**src/rtl/ind_pkg.sv**
```systemverilog
package ind_pkg;

    localparam int XLEN      = 32;
    localparam int SEL_BITS  = 12;
    localparam int NUM_ENT   = 8;
    localparam int NUM_SLOTS = 7;
    localparam int NUM_LVL   = 3;
    localparam int SLOT_W    = $clog2(NUM_SLOTS);

    localparam logic [XLEN-1:0] SEL_KEEP =
        {1'b1, {(XLEN-SEL_BITS-1){1'b0}}, {SEL_BITS{1'b1}}};

    typedef enum logic [1:0] {
        LVL_M  = 2'd0,
        LVL_S  = 2'd1,
        LVL_VS = 2'd2
    } lvl_e;

    typedef struct packed {
        logic       valid;
        lvl_e       lvl;
        logic       is_sel;
        logic [2:0] alias_idx;
    } dec_t;

    typedef struct packed {
        lvl_e              lvl;
        logic [XLEN-1:0]   sel;
        logic [2:0]        alias_idx;
        logic              rdzero;
        logic [SLOT_W-1:0] slot;
    } ent_t;

    function automatic logic [XLEN-1:0] warl_sel(input logic [XLEN-1:0] v);
        return v & SEL_KEEP;
    endfunction

    // Implemented indirect registers: level, select, alias, zero flag, slot.
    function automatic ent_t tbl_entry(input int i);
        ent_t e;
        e = '{lvl: LVL_M, sel: '0, alias_idx: 3'd0, rdzero: 1'b0, slot: '0};
        case (i)
            0: e = '{LVL_M,  32'h0000_0010, 3'd1, 1'b0, 3'd0};
            1: e = '{LVL_M,  32'h0000_0010, 3'd4, 1'b0, 3'd1};
            2: e = '{LVL_M,  32'h0000_0010, 3'd2, 1'b1, 3'd0};
            3: e = '{LVL_S,  32'h0000_0020, 3'd1, 1'b0, 3'd2};
            4: e = '{LVL_S,  32'h0000_0020, 3'd4, 1'b0, 3'd3};
            5: e = '{LVL_VS, 32'h0000_0020, 3'd1, 1'b0, 3'd4};
            6: e = '{LVL_VS, 32'h0000_0020, 3'd4, 1'b0, 3'd5};
            7: e = '{LVL_M,  32'h8000_0003, 3'd3, 1'b0, 3'd6};
            default: e.alias_idx = 3'd0;
        endcase
        return e;
    endfunction

endpackage

```
**src/rtl/ind_csr_decode.sv**
```systemverilog
module ind_csr_decode
    import ind_pkg::*;
(
    input  logic [11:0] addr,
    input  logic        virt,
    output dec_t        dec
);
    logic base_ok;

    always_comb begin
        dec     = '0;
        dec.lvl = LVL_M;
        base_ok = 1'b1;
        case (addr[11:8])
            4'h3:    dec.lvl = LVL_M;
            4'h1:    dec.lvl = virt ? LVL_VS : LVL_S;
            4'h2:    dec.lvl = LVL_VS;
            default: base_ok = 1'b0;
        endcase
        dec.valid     = base_ok && (addr[7:4] == 4'h5) && !addr[3]
                        && (addr[2:0] != 3'd4);
        dec.is_sel    = (addr[2:0] == 3'd0);
        dec.alias_idx = addr[2] ? (addr[2:0] - 3'd1) : addr[2:0];
    end
endmodule

```
**src/rtl/ind_sel_regs.sv**
```systemverilog
module ind_sel_regs
    import ind_pkg::*;
(
    input  logic                           clk,
    input  logic                           rst,
    input  logic                           wr_en,
    input  lvl_e                           wr_lvl,
    input  logic [XLEN-1:0]                wdata,
    output logic [NUM_LVL-1:0][XLEN-1:0]   sel_q
);
    for (genvar l = 0; l < NUM_LVL; l++) begin : g_lvl
        always_ff @(posedge clk) begin
            if (rst)
                sel_q[l] <= '0;
            else if (wr_en && (wr_lvl == lvl_e'(l)))
                sel_q[l] <= warl_sel(wdata);
        end

        a_r5_warl_keep: assert property (@(posedge clk) disable iff (rst)
            (wr_en && wr_lvl == lvl_e'(l)) |=>
                (sel_q[l][XLEN-2:SEL_BITS] == '0) &&
                (sel_q[l][SEL_BITS-1:0] == $past(wdata[SEL_BITS-1:0])) &&
                (sel_q[l][XLEN-1] == $past(wdata[XLEN-1])));
    end
endmodule

```
**src/rtl/ind_lookup.sv**
```systemverilog
module ind_lookup
    import ind_pkg::*;
(
    input  lvl_e              lvl,
    input  logic [2:0]        alias_idx,
    input  logic [XLEN-1:0]   sel,
    output logic              hit,
    output logic              rdzero,
    output logic [SLOT_W-1:0] slot
);
    logic [NUM_ENT-1:0] match;

    for (genvar i = 0; i < NUM_ENT; i++) begin : g_ent
        localparam ent_t E = tbl_entry(i);
        assign match[i] = (lvl == E.lvl) && (sel == E.sel)
                          && (alias_idx == E.alias_idx);
    end

    always_comb begin
        hit    = 1'b0;
        rdzero = 1'b0;
        slot   = '0;
        for (int i = NUM_ENT - 1; i >= 0; i--) begin
            if (match[i]) begin
                hit    = 1'b1;
                rdzero = tbl_entry(i).rdzero;
                slot   = tbl_entry(i).slot;
            end
        end
    end
endmodule

```
**src/rtl/ind_backing.sv**
```systemverilog
module ind_backing
    import ind_pkg::*;
(
    input  logic                            clk,
    input  logic                            rst,
    input  logic                            we,
    input  logic [SLOT_W-1:0]               slot,
    input  logic [XLEN-1:0]                 wdata,
    output logic [XLEN-1:0]                 rdata
);
    logic [NUM_SLOTS-1:0][XLEN-1:0] mem_q;

    for (genvar s = 0; s < NUM_SLOTS; s++) begin : g_slot
        always_ff @(posedge clk) begin
            if (rst)
                mem_q[s] <= '0;
            else if (we && slot == SLOT_W'(s))
                mem_q[s] <= wdata;
        end
    end

    assign rdata = (int'(slot) < NUM_SLOTS) ? mem_q[slot] : '0;

    a_r9_hold_without_write: assert property (@(posedge clk) disable iff (rst)
        !we |=> $stable(mem_q));

    a_r9_write_lands: assert property (@(posedge clk) disable iff (rst)
        we |=> mem_q[$past(slot)] == $past(wdata));
endmodule

```
**src/rtl/ind_sel_window.sv**
```systemverilog
module ind_sel_window
    import ind_pkg::*;
(
    input  logic        clk,
    input  logic        rst,
    input  logic        csr_en,
    input  logic        csr_we,
    input  logic [11:0] csr_addr,
    input  logic [31:0] csr_wdata,
    input  logic        virt_mode,
    output logic [31:0] csr_rdata,
    output logic        csr_hit,
    output logic        csr_illegal
);
    dec_t                         dec;
    logic [NUM_LVL-1:0][XLEN-1:0] sel_q;
    logic [XLEN-1:0]              sel_cur;
    logic                         lk_hit, lk_zero;
    logic [SLOT_W-1:0]            lk_slot;
    logic [XLEN-1:0]              slot_rd;
    logic                         alias_acc, sel_we, slot_we;

    ind_csr_decode u_dec (
        .addr (csr_addr),
        .virt (virt_mode),
        .dec  (dec)
    );

    assign sel_we = csr_en && csr_we && dec.valid && dec.is_sel;

    ind_sel_regs u_sel (
        .clk    (clk),
        .rst    (rst),
        .wr_en  (sel_we),
        .wr_lvl (dec.lvl),
        .wdata  (csr_wdata),
        .sel_q  (sel_q)
    );

    assign sel_cur = sel_q[dec.lvl];

    ind_lookup u_lk (
        .lvl       (dec.lvl),
        .alias_idx (dec.alias_idx),
        .sel       (sel_cur),
        .hit       (lk_hit),
        .rdzero    (lk_zero),
        .slot      (lk_slot)
    );

    assign alias_acc = csr_en && dec.valid && !dec.is_sel;
    assign slot_we   = alias_acc && csr_we && lk_hit && !lk_zero;

    ind_backing u_mem (
        .clk   (clk),
        .rst   (rst),
        .we    (slot_we),
        .slot  (lk_slot),
        .wdata (csr_wdata),
        .rdata (slot_rd)
    );

    assign csr_hit     = csr_en && dec.valid;
    assign csr_illegal = alias_acc && !lk_hit;

    always_comb begin
        if (!csr_hit)
            csr_rdata = '0;
        else if (dec.is_sel)
            csr_rdata = sel_cur;
        else if (!lk_hit || lk_zero)
            csr_rdata = '0;
        else
            csr_rdata = slot_rd;
    end

    a_r2_gap_ignored: assert property (@(posedge clk) disable iff (rst)
        (csr_en && csr_addr[7:0] == 8'h54) |-> (!csr_hit && !csr_illegal));

    a_r8_select_never_illegal: assert property (@(posedge clk) disable iff (rst)
        (csr_en && csr_addr[7:0] == 8'h50) |-> !csr_illegal);

    a_r4_virt_write_to_vs: assert property (@(posedge clk) disable iff (rst)
        (csr_en && csr_we && virt_mode && csr_addr == 12'h150) |=>
            (sel_q[LVL_VS] == warl_sel($past(csr_wdata))) && $stable(sel_q[LVL_S]));

    a_r8_illegal_no_rdata: assert property (@(posedge clk) disable iff (rst)
        csr_illegal |-> (csr_rdata == '0 && csr_hit));
endmodule

```
**config.mk**
```make
export PLATFORM = sky130hd
export DESIGN_NAME = ind_sel_window
export DESIGN_NICKNAME = d
export VERILOG_FILES = /design/src/rtl/ind_pkg.sv /design/src/rtl/ind_csr_decode.sv /design/src/rtl/ind_sel_regs.sv /design/src/rtl/ind_lookup.sv /design/src/rtl/ind_backing.sv /design/src/rtl/ind_sel_window.sv
export SDC_FILE = /design/constraint.sdc
export NUM_CORES = 1
export LEC_CHECK = 0
export BUFFER_PORTS_ARGS = -buffer_cell sky130_fd_sc_hd__buf_2
export CORE_MARGIN = 4
export CORE_UTILIZATION = 60
export DETAILED_ROUTE_END_ITERATION = 16
export HOLD_SLACK_MARGIN = 0.06
export PLACE_DENSITY = 0.82
export SLEW_MARGIN = 20
export SYNTH_ARGS = -nofsm -noshare
export SYNTH_HDL_FRONTEND = slang
export SYNTH_SLANG_ARGS = --single-unit
```
**constraint.sdc**
```tcl
create_clock -name clk -period 6.04 [get_ports clk]
set_input_delay 1.208 -clock clk [delete_from_list [all_inputs] [get_ports clk]]
set_output_delay 1.208 -clock clk [all_outputs]
set_load 0.02 [all_outputs]
```
==> results of run 1 <==
## cells in the mapped netlist (3+ instances only)
| cell type | count | area, µm² |
|---|---|---|
| buf_4 | 3 | 22.5 |
| inv_1 | 16 | 60.1 |
| and3_1 | 3 | 18.8 |
| o21ai_1 | 5 | 25.0 |
| a221o_1 | 15 | 150 |
| a31o_1 | 3 | 26.3 |
| nand3_1 | 8 | 40.0 |
| nor2_1 | 95 | 357 |
| a221oi_1 | 10 | 87.6 |
| clkbuf_1 | 79 | 297 |
| buf_1 | 3 | 11.3 |
| mux2_2 | 27 | 304 |
| mux2i_2 | 4 | 55.1 |
| buf_6 | 16 | 180 |
| mux2_1 | 6 | 67.6 |
| o22ai_1 | 3 | 18.8 |
| a211o_1 | 4 | 35.0 |
| nand2_1 | 415 | 1560 |
| nor3_1 | 4 | 20.0 |
| buf_2 | 31 | 155 |
| o211ai_1 | 3 | 22.5 |
| o211a_1 | 13 | 130 |
| nor4_1 | 6 | 37.5 |
| mux2i_1 | 110 | 1100 |
| o21a_1 | 15 | 113 |
| o21ai_0 | 29 | 145 |
| nand2b_1 | 3 | 18.8 |
| dfxtp_1 | 263 | 5270 |
| o32ai_1 | 18 | 158 |
| or4_1 | 5 | 37.5 |
| and2_1 | 7 | 43.8 |
| a21oi_1 | 234 | 1170 |
| o221ai_1 | 6 | 52.6 |
| nor4_4 | 4 | 85.1 |
| o31ai_1 | 6 | 45.0 |
## stage by stage
stage / power (mW) / hold WS, ns / setup TNS, ns / worst slack (ns) / util [%]
global route: 3.71 / 0.462 / -0.00337 / -0.00337 / 68.6
finish: 3.62 / 0.449 / 0 / 0.141 / 68.6
floorplan: 1.85 / 0.428 / 0 / 0.378 / -
CTS: 3.62 / 0.448 / 0 / 0.194 / 68.5
detailed placement: 1.90 / 0.441 / 0 / 0.194 / 63.8
global placement: 1.90 / 0.433 / 0 / 0.283 / 63.8
## layer usage
metal  up-vias  share of wire (%)
met4         0                3.6
li1       5274                  -
met5         -                  0
met2       656                 46
met3       120                9.1
met1      5374                 41
## cell families (layout without fill, tap and decap cells)
kind of cell    count (synthesis)  after routing  synth area share (%)
simple gates                  580            580                  20.4
flops                         263            263                  42.4
buf+inv                       148            195                  5.85
xor+xnor                        2              2                 0.141
compound gates                377            377                  18.6
mux                           147            147                  12.3
fa+ha+maj                       2              2                 0.202
## power groups by stage
stage / registers (mW) / logic, mW / clock network, mW
final: 1.73 / 0.131 / 1.75
after global routing: 1.73 / 0.140 / 1.84
after CTS: 1.73 / 0.128 / 1.76
after detailed placement: 1.77 / 0.127 / 0
after global placement: 1.77 / 0.126 / 0
after floorplan: 1.77 / 0.0735 / 0
## flip-flops by register name, summed over array words and instances (netlist names)
name	cells
u_mem.mem_q	224
u_sel.sel_q	39
## worst reg2reg max path, cell delays in order (launching register included)
cell	delay (ns)
dfxtp_1	0.38
inv_1	0.05
mux2_2	0.26
or2_2	0.31
and4_1	0.25
and2_1	0.21
o21a_1	0.23
buf_4	0.24
or4_1	0.93
buf_4	0.38
nand2_1	0.11
a21oi_1	0.06
## layout make-up
type / count / area [µm²] / area share [%]
Clock buffer: 39 / 833 / 5.99
Multi-Input combinational cell: 1108 / 6460 / 46.4
Sequential cell: 263 / 5270 / 37.8
Clock inverter: 13 / 120 / 0.863
Inverter: 16 / 60.1 / 0.431
Tap cell: 270 / 338 / 2.43
Timing Repair Buffer: 127 / 842 / 6.05
## final timing paths
| check | from | end | slack, ns | cells past startpoint |
|---|---|---|---|---|
| worst min register to register | u_mem.mem_q[159] | u_mem.mem_q[159] | 0.45 | 2 |
| worst min-delay path | u_mem.mem_q[159] | u_mem.mem_q[159] | 0.45 | 2 |
| worst max register to register | u_sel.sel_q[4] | u_mem.mem_q[157] | 2.47 | 11 |
| worst max-delay path | csr_addr[9] | csr_rdata[10] | 0.14 | 14 |
==> run_results.csv, run 1 <==
group,metric,value,unit
clocking,cts_root_buf,"clkbuf_16",
clocking,max-clock-path-buffers,3,
detailed_routing,drt-wirelength-per-cell,20.1,µm
finish,areaGrowthSynthToFinish,12.2,%
global_route,grt_pass1_wl,58400,µm
run_status,status,"finished clean",
placed_design,dpl.hpwl,23500,µm
finish,diodes,0,
detailed_routing,ant_nets,0,
logic_synthesis,netlist_area,0.0124,mm²
run,maxCapViolations,0,
die,num_rows,52,
power,p_sw,0.805,mW
detailed_routing,drt-initial-drc-count,1265,
sta,max_freq,170,MHz
setup_path,critPathCaptureType,"output port",
clocking,cts_setup_buffers,0,
logic_synthesis,ys_types,68,
finish,final_common_cell,"nand2_1",
power,p_int,2.81,mW
sta,finalCritPeriodShare,97.7,%
worst_hold_path,hp-class,"register to register",
power,power_frac_seq,47.9,%
logic_synthesis,syn_nets,1570,
finish,layout_common_cells,"nand2_1, dfxtp_1, a21oi_1, mux2i_1, nor2_1",
die,dieArea,0.0230,mm²
global_route,grt_pass1_vias,11000,
logic_synthesis,async_reset_ff_share,0,%
clocking,cts_sinks,263,
clocking,htreeDepth,1,
logic_synthesis,ys_ff_latch,263,
setup_path,critPathArrivalTime,4.69,ns
setup_path,path_buf_inv,5,
setup_path,cp_slowest_cell,"mux2i_2",
placed_design,io_buffers,82,
die,num_io_pins,83,
clocking,cts_resized,0,
global_route,busiest_layer,"met2",
finish,fin_nets,1595,
power,power.share.combinational,3.6,%
placed_design,gp_congestion,0.947,
clocking,clkLatencyLatePin,0.54,ns
logic_synthesis,synth_cells,1519,
sta,fin_crit,5.90,ns
setup_path,cp_slowest_stage_delay,0.43,ns
detailed_routing,drt-vias-per-instance,6.22,
finish,fin_area,0.0139,mm²
die,die_w,152,µm
clocking,cts-buffers-inserted,28,
sta,drv_slew,0,
placed_design,placed_area,0.0130,mm²
detailed_routing,routed_wl,36800,µm
detailed_routing,routed-via-count,11400,
power,leakagePower,5.41,nW
power,clkPwrFrac,48.5,%
placed_design,dp.cells,1784,
sta,setup_viol,0,
global_route,grtUsageMet3,4.41,%
die,core,0.0203,mm²
setup_path,crit_type,"input pin to output port",
logic_synthesis,yosys_warnings,0,
power,swShare,22.2,%
global_route,grt_max_degree,164,
logic_synthesis,synth_edf_count,0,
die,die_y,152,µm
clocking,path_clk_slew,0.06,ns
power,irDropWorstVdd,0.240,mV
detailed_routing,drc,0,
finish,fill_cells,1654,
sta,finClkSkew,0.0150,ns
setup_path,required,4.83,ns
setup_path,cp-start-kind,"input pin",
finish,finalNonFillerCells,1836,
clocking,cts_tree,"done",
clocking,postCtsHoldBufs,0,
power,power_density,260,mW/mm²
setup_path,cp_top_family,"buffers and inverters",
logic_synthesis,synth_ff_type,"dfxtp_1",
logic_synthesis,synth_seq_area_share,42.4,%
logic_synthesis,avgSynthCellArea,8.17,µm²
setup_path,cp_max_fo,25,
global_route,grt_usage,30.1,%
setup_path,cp_cell_sequence,"buf_2 -> and3b_1 -> o21ai_2 -> buf_12 -> mux2i_2 -> nand4_4 -> nor4b_4 -> nand2_2 -> buf_4 -> buf_4 -> mux2_2 -> a221oi_1 -> o32ai_1 -> buf_2",
sta,hold_viol_final,0,
detailed_routing,drtPass1Iterations,6,
global_route,grt-ovfl-total,0,
sta,worstMarginPinSlew,1.08,ns
die,start_util,61.1,%
global_route,antenna_found_initial,0,
global_route,grt_util_met2,49.1,%
sta,relSlewSlack,27.8,%
finish,drive_above_1_share,14.7,%
global_route,met1_usage,40.9,%
Note: power is estimated with default switching activity, not from simulation.
==> run 2: changes to the inputs <==
Clock period 6.04 ns to 6.5 ns, I/O delays scaled along.
==> run_results.csv, run 2 (synthesis results as in run 1) <==
group,metric,value,unit
run_status,status,"finished clean",
finish,final_common_cell,"nand2_1",
sta,worstMarginPinSlew,1.09,ns
detailed_routing,routed-via-count,11400,
die,die_w,152,µm
clocking,cts_setup_buffers,0,
finish,diodes,0,
finish,fill_cells,1626,
power,power_density,237,mW/mm²
clocking,htreeDepth,1,
global_route,grt_usage,29.7,%
sta,drv_slew,0,
setup_path,cp-start-kind,"input pin",
detailed_routing,drtPass1Iterations,6,
placed_design,placed_area,0.0129,mm²
setup_path,critPathArrivalTime,4.89,ns
detailed_routing,drt-wirelength-per-cell,19.8,µm
global_route,grt_pass1_vias,10800,
finish,regMostFlops,"u_mem.mem_q",
die,num_rows,52,
setup_path,r2r_slack,3.01,ns
clocking,cts_sinks,263,
clocking,cts_resized,0,
sta,fin_crit,6.19,ns
setup_path,required,5.20,ns
clocking,cts-buffers-inserted,28,
detailed_routing,routed_wl,36200,µm
detailed_routing,ant_nets,0,
finish,reg_top3,"u_mem.mem_q: 224 flops, u_sel.sel_q: 39 flops",
worst_hold_path,hp-class,"register to register",
clocking,cts_root_buf,"clkbuf_16",
clocking,max-clock-path-buffers,3,
setup_path,cp_max_fo,25,
die,dieArea,0.0230,mm²
sta,hold_viol_final,0,
placed_design,gp_congestion,0.951,
finish,fin_area,0.0137,mm²
global_route,antenna_found_initial,0,
setup_path,crit_type,"input pin to output port",
finish,areaGrowthSynthToFinish,10.8,%
detailed_routing,drt-vias-per-instance,6.27,
global_route,grt_max_degree,108,
die,num_io_pins,83,
clocking,cts_tree,"done",
die,core,0.0203,mm²
finish,largest_reg_flops,224,
placed_design,io_buffers,82,
power,irDropWorstVdd,0.238,mV
sta,fin_setup_tns,0,ns
clocking,path_clk_slew,0.06,ns
run,maxCapViolations,0,
die,start_util,61.1,%
sta,rsz0062_at_grt,"no",
detailed_routing,drc,0,
setup_path,critPathCaptureType,"output port",
global_route,grt-ovfl-total,0,
sta,relSlewSlack,27.5,%
clocking,postCtsHoldBufs,0,
placed_design,dpl.hpwl,23400,µm
finish,layout_common_cells,"nand2_1, dfxtp_1, a21oi_1, mux2i_1, nor2_1",
die,die_y,152,µm
power,leakagePower,5.32,nW
finish,fin_nets,1589,
sta,setup_viol,0,
sta,finClkSkew,0.00819,ns
global_route,grt_pass1_wl,57500,µm
sta,max_freq,162,MHz
finish,drive_above_1_share,13.8,%
sta,finalCritPeriodShare,95.2,%
clocking,clkLatencyLatePin,0.54,ns
detailed_routing,drt-initial-drc-count,1177,
-- run 2: layer usage --
metal  vias to the layer above  GRT usage, %  wire length, µm
met5                         -             0                0
met4                         0          9.55              943
met3                        96          4.01             3050
met2                       593          48.4            17100
met1                      5491          41.2            15100
li1                       5263             -                -
-- run 2: worst max-delay path: stages --
cell and delay, ns:
buf_2 0.20, and3b_1 0.25, o21ai_2 0.18, buf_12 0.20, mux2i_1 0.34, nand2_1 0.21
buf_4 0.22, nor3_4 0.24, o211a_1 0.62, o21ai_0 0.19, o41ai_1 0.63, buf_2 0.28
-- run 2: final timing paths --
kind / cells after the start / from / to
worst max-delay path: 12 / virt_mode / csr_rdata[4]
worst min-delay path: 2 / u_mem.mem_q[214] / u_mem.mem_q[214]
worst max register to register: 11 / u_sel.sel_q[42] / u_mem.mem_q[115]
worst min register to register: 2 / u_mem.mem_q[214] / u_mem.mem_q[214]
-- run 2: cell type report --
class                      count  area (µm²)  share of cell area (%)
multi-input combinational   1108        6450                    46.9
sequential                   263        5270                    38.3
clock buffer                  42         803                    5.84
timing repair buffer         121         759                    5.52
tap                          270         338                    2.46
clock inverter                 6        68.8                   0.501
inverter                      16        60.1                   0.437
-- run 2: per-stage QoR --
stage	util [%]	instances	worst slack, ns	power [mW]	hold slack (ns)
floorplan	-	1519	0.654	1.72	0.428
global placement	63.4	1778	0.483	1.76	0.434
detailed placement	63.4	1778	0.436	1.76	0.442
CTS	67.7	1826	0.407	3.26	0.450
global route	67.7	1826	0.187	3.34	0.465
finish	67.7	1826	0.311	3.25	0.448
-- run 2: power by group --
group          total, mW  internal (mW)  switching (mW)
clock               1.52          0.887           0.637
sequential          1.61           1.61      0.00000742
combinational      0.118         0.0305          0.0879
==> run 3: changes to the inputs <==
Settings changed: CAP_MARGIN set to 10.
Clock period 6.5 ns to 7.8 ns, I/O delays scaled along.
==> run_results.csv, run 3 (synthesis results as in run 1) <==
group,metric,value,unit
sta,whs,0.449,ns
detailed_routing,drt-wirelength-per-cell,19.7,µm
placed_design,gp_congestion,0.924,
power,total_power,2.66,mW
clocking,cts_root_buf,"clkbuf_16",
finish,final_common_cell,"nand2_1",
setup_path,path_buf_inv,3,
sta,relSlewSlack,28.4,%
global_route,grt_max_degree,95,
finish,finalNonFillerCells,1814,
die,num_io_pins,83,
run,maxCapViolations,0,
detailed_routing,drtPass1Iterations,5,
setup_path,cp_slowest_stage_delay,0.63,ns
detailed_routing,routed-via-count,11300,
finish,fill_cells,1665,
clocking,max-clock-path-buffers,3,
setup_path,cp-start-kind,"input pin",
run_status,status,"finished clean",
setup_path,startpoint,"virt_mode",
setup_path,r2r_start,"u_sel.sel_q[31]",
finish,diodes,0,
sta,fin_crit,7.03,ns
setup_path,cpMostUsedCell,"buf_2",
clocking,cts_sinks,263,
detailed_routing,routed_wl,35800,µm
setup_path,critPathCaptureType,"output port",
finish,regMostFlops,"u_mem.mem_q",
clocking,clkLatencyLatePin,0.54,ns
placed_design,dpl.hpwl,22700,µm
global_route,antenna_found_initial,0,
worst_hold_path,hp-class,"register to register",
sta,drv_slew,0,
sta,setup_viol,0,
finish,drive_above_1_share,13.2,%
die,start_util,61.1,%
sta,max_freq,142,MHz
power,power_density,196,mW/mm²
detailed_routing,drt-vias-per-instance,6.23,
setup_path,crit_type,"input pin to output port",
setup_path,cp_slowest_cell,"nand3_1",
placed_design,dp.cells,1767,
setup_path,required,6.24,ns
finish,reg_top3,"u_mem.mem_q: 224 flops, u_sel.sel_q: 39 flops",
die,num_rows,52,
setup_path,critPathArrivalTime,5.47,ns
clocking,htreeDepth,1,
die,dieArea,0.0230,mm²
setup_path,cp_top_family,"simple AND/OR/NAND/NOR gates",
setup_path,cp_max_fo,25,
sta,worstMarginPinSlew,1.07,ns
sta,finalCritPeriodShare,90.1,%
clocking,cts_setup_buffers,0,
clocking,path_clk_slew,0.06,ns
die,die_y,152,µm
die,core,0.0203,mm²
sta,rsz0062_at_grt,"no",
global_route,grt_pass1_vias,10800,
detailed_routing,drc,0,
global_route,grt-ovfl-total,0,
placed_design,io_buffers,82,
clocking,cts_resized,0,
global_route,grt_usage,29.7,%
clocking,postCtsHoldBufs,0,
sta,fin_setup_tns,0,ns
sta,hold_viol_final,0,
detailed_routing,ant_nets,0,
clocking,cts-buffers-inserted,27,
finish,largest_reg_flops,224,
finish,fin_nets,1577,
power,irDropWorstVdd,0.199,mV
finish,layout_common_cells,"nand2_1, dfxtp_1, a21oi_1, mux2i_1, nor2_1",
worst_hold_path,min_from,"u_mem.mem_q[182]",
sta,finClkSkew,0.0198,ns
setup_path,cp_cell_sequence,"buf_2 -> and3b_1 -> o21ai_2 -> buf_4 -> mux2i_2 -> nand4_4 -> nor4_4 -> nand3_1 -> nand2_1 -> nor2_1 -> o41ai_1 -> buf_2",
clocking,cts_tree,"done",
die,die_w,152,µm
detailed_routing,drt-initial-drc-count,1155,
global_route,grt_pass1_wl,57700,µm
finish,areaGrowthSynthToFinish,9.42,%
power,leakagePower,5.22,nW
==> run 3: layout make-up <==
class / instances / area, µm² / share of cell area, %
multi-input combinational: 1108 / 6460 / 47.6
sequential: 263 / 5270 / 38.8
clock buffer: 40 / 774 / 5.70
timing repair buffer: 110 / 627 / 4.62
tap: 270 / 338 / 2.49
inverter: 16 / 60.1 / 0.442
clock inverter: 7 / 51.3 / 0.378
==> run 3: worst paths after layout <==
kind         slack (ns)                to  cells after the start
max                0.77      csr_rdata[4]                     12
max reg2reg        4.06   u_mem.mem_q[71]                      9
min reg2reg        0.45  u_mem.mem_q[182]                      2
min                0.45  u_mem.mem_q[182]                      2
==> run 3: worst min-delay path, delay by kind of cell (launching register included) <==
kind | cells | cell delay, ns
flip-flops | 1 | 0.31
AO/OA/AOI/OAI | 1 | 0.05
AND/OR/NAND/NOR | 1 | 0.05
==> run 3: metrics by stage <==
step / instance area, µm² / setup WS [ns] / utilization [%]
finish: 13600 / 0.772 / 66.9
global route: 13600 / 0.543 / 66.9
CTS: 13600 / 0.777 / 66.9
detailed placement: 12700 / 0.806 / 62.8
global placement: 12700 / 0.817 / 62.8
floorplan: 12400 / 1.43 / -
==> run 3: power by group <==
part / total [mW] / switching, mW / internal (mW)
sequential: 1.34 / 0.00000631 / 1.34
combinational: 0.0980 / 0.0734 / 0.0247
clock: 1.22 / 0.536 / 0.688
total: 2.66 / 0.610 / 2.06
==> run 3: per-layer routing <==
metal	GRT usage [%]	vias to the layer above	part of all wire, %
met5	0	-	0
met4	8.30	0	2.2
met3	4.12	76	8.2
met2	49.9	540	48
met1	40.5	5445	41
li1	-	5249	-
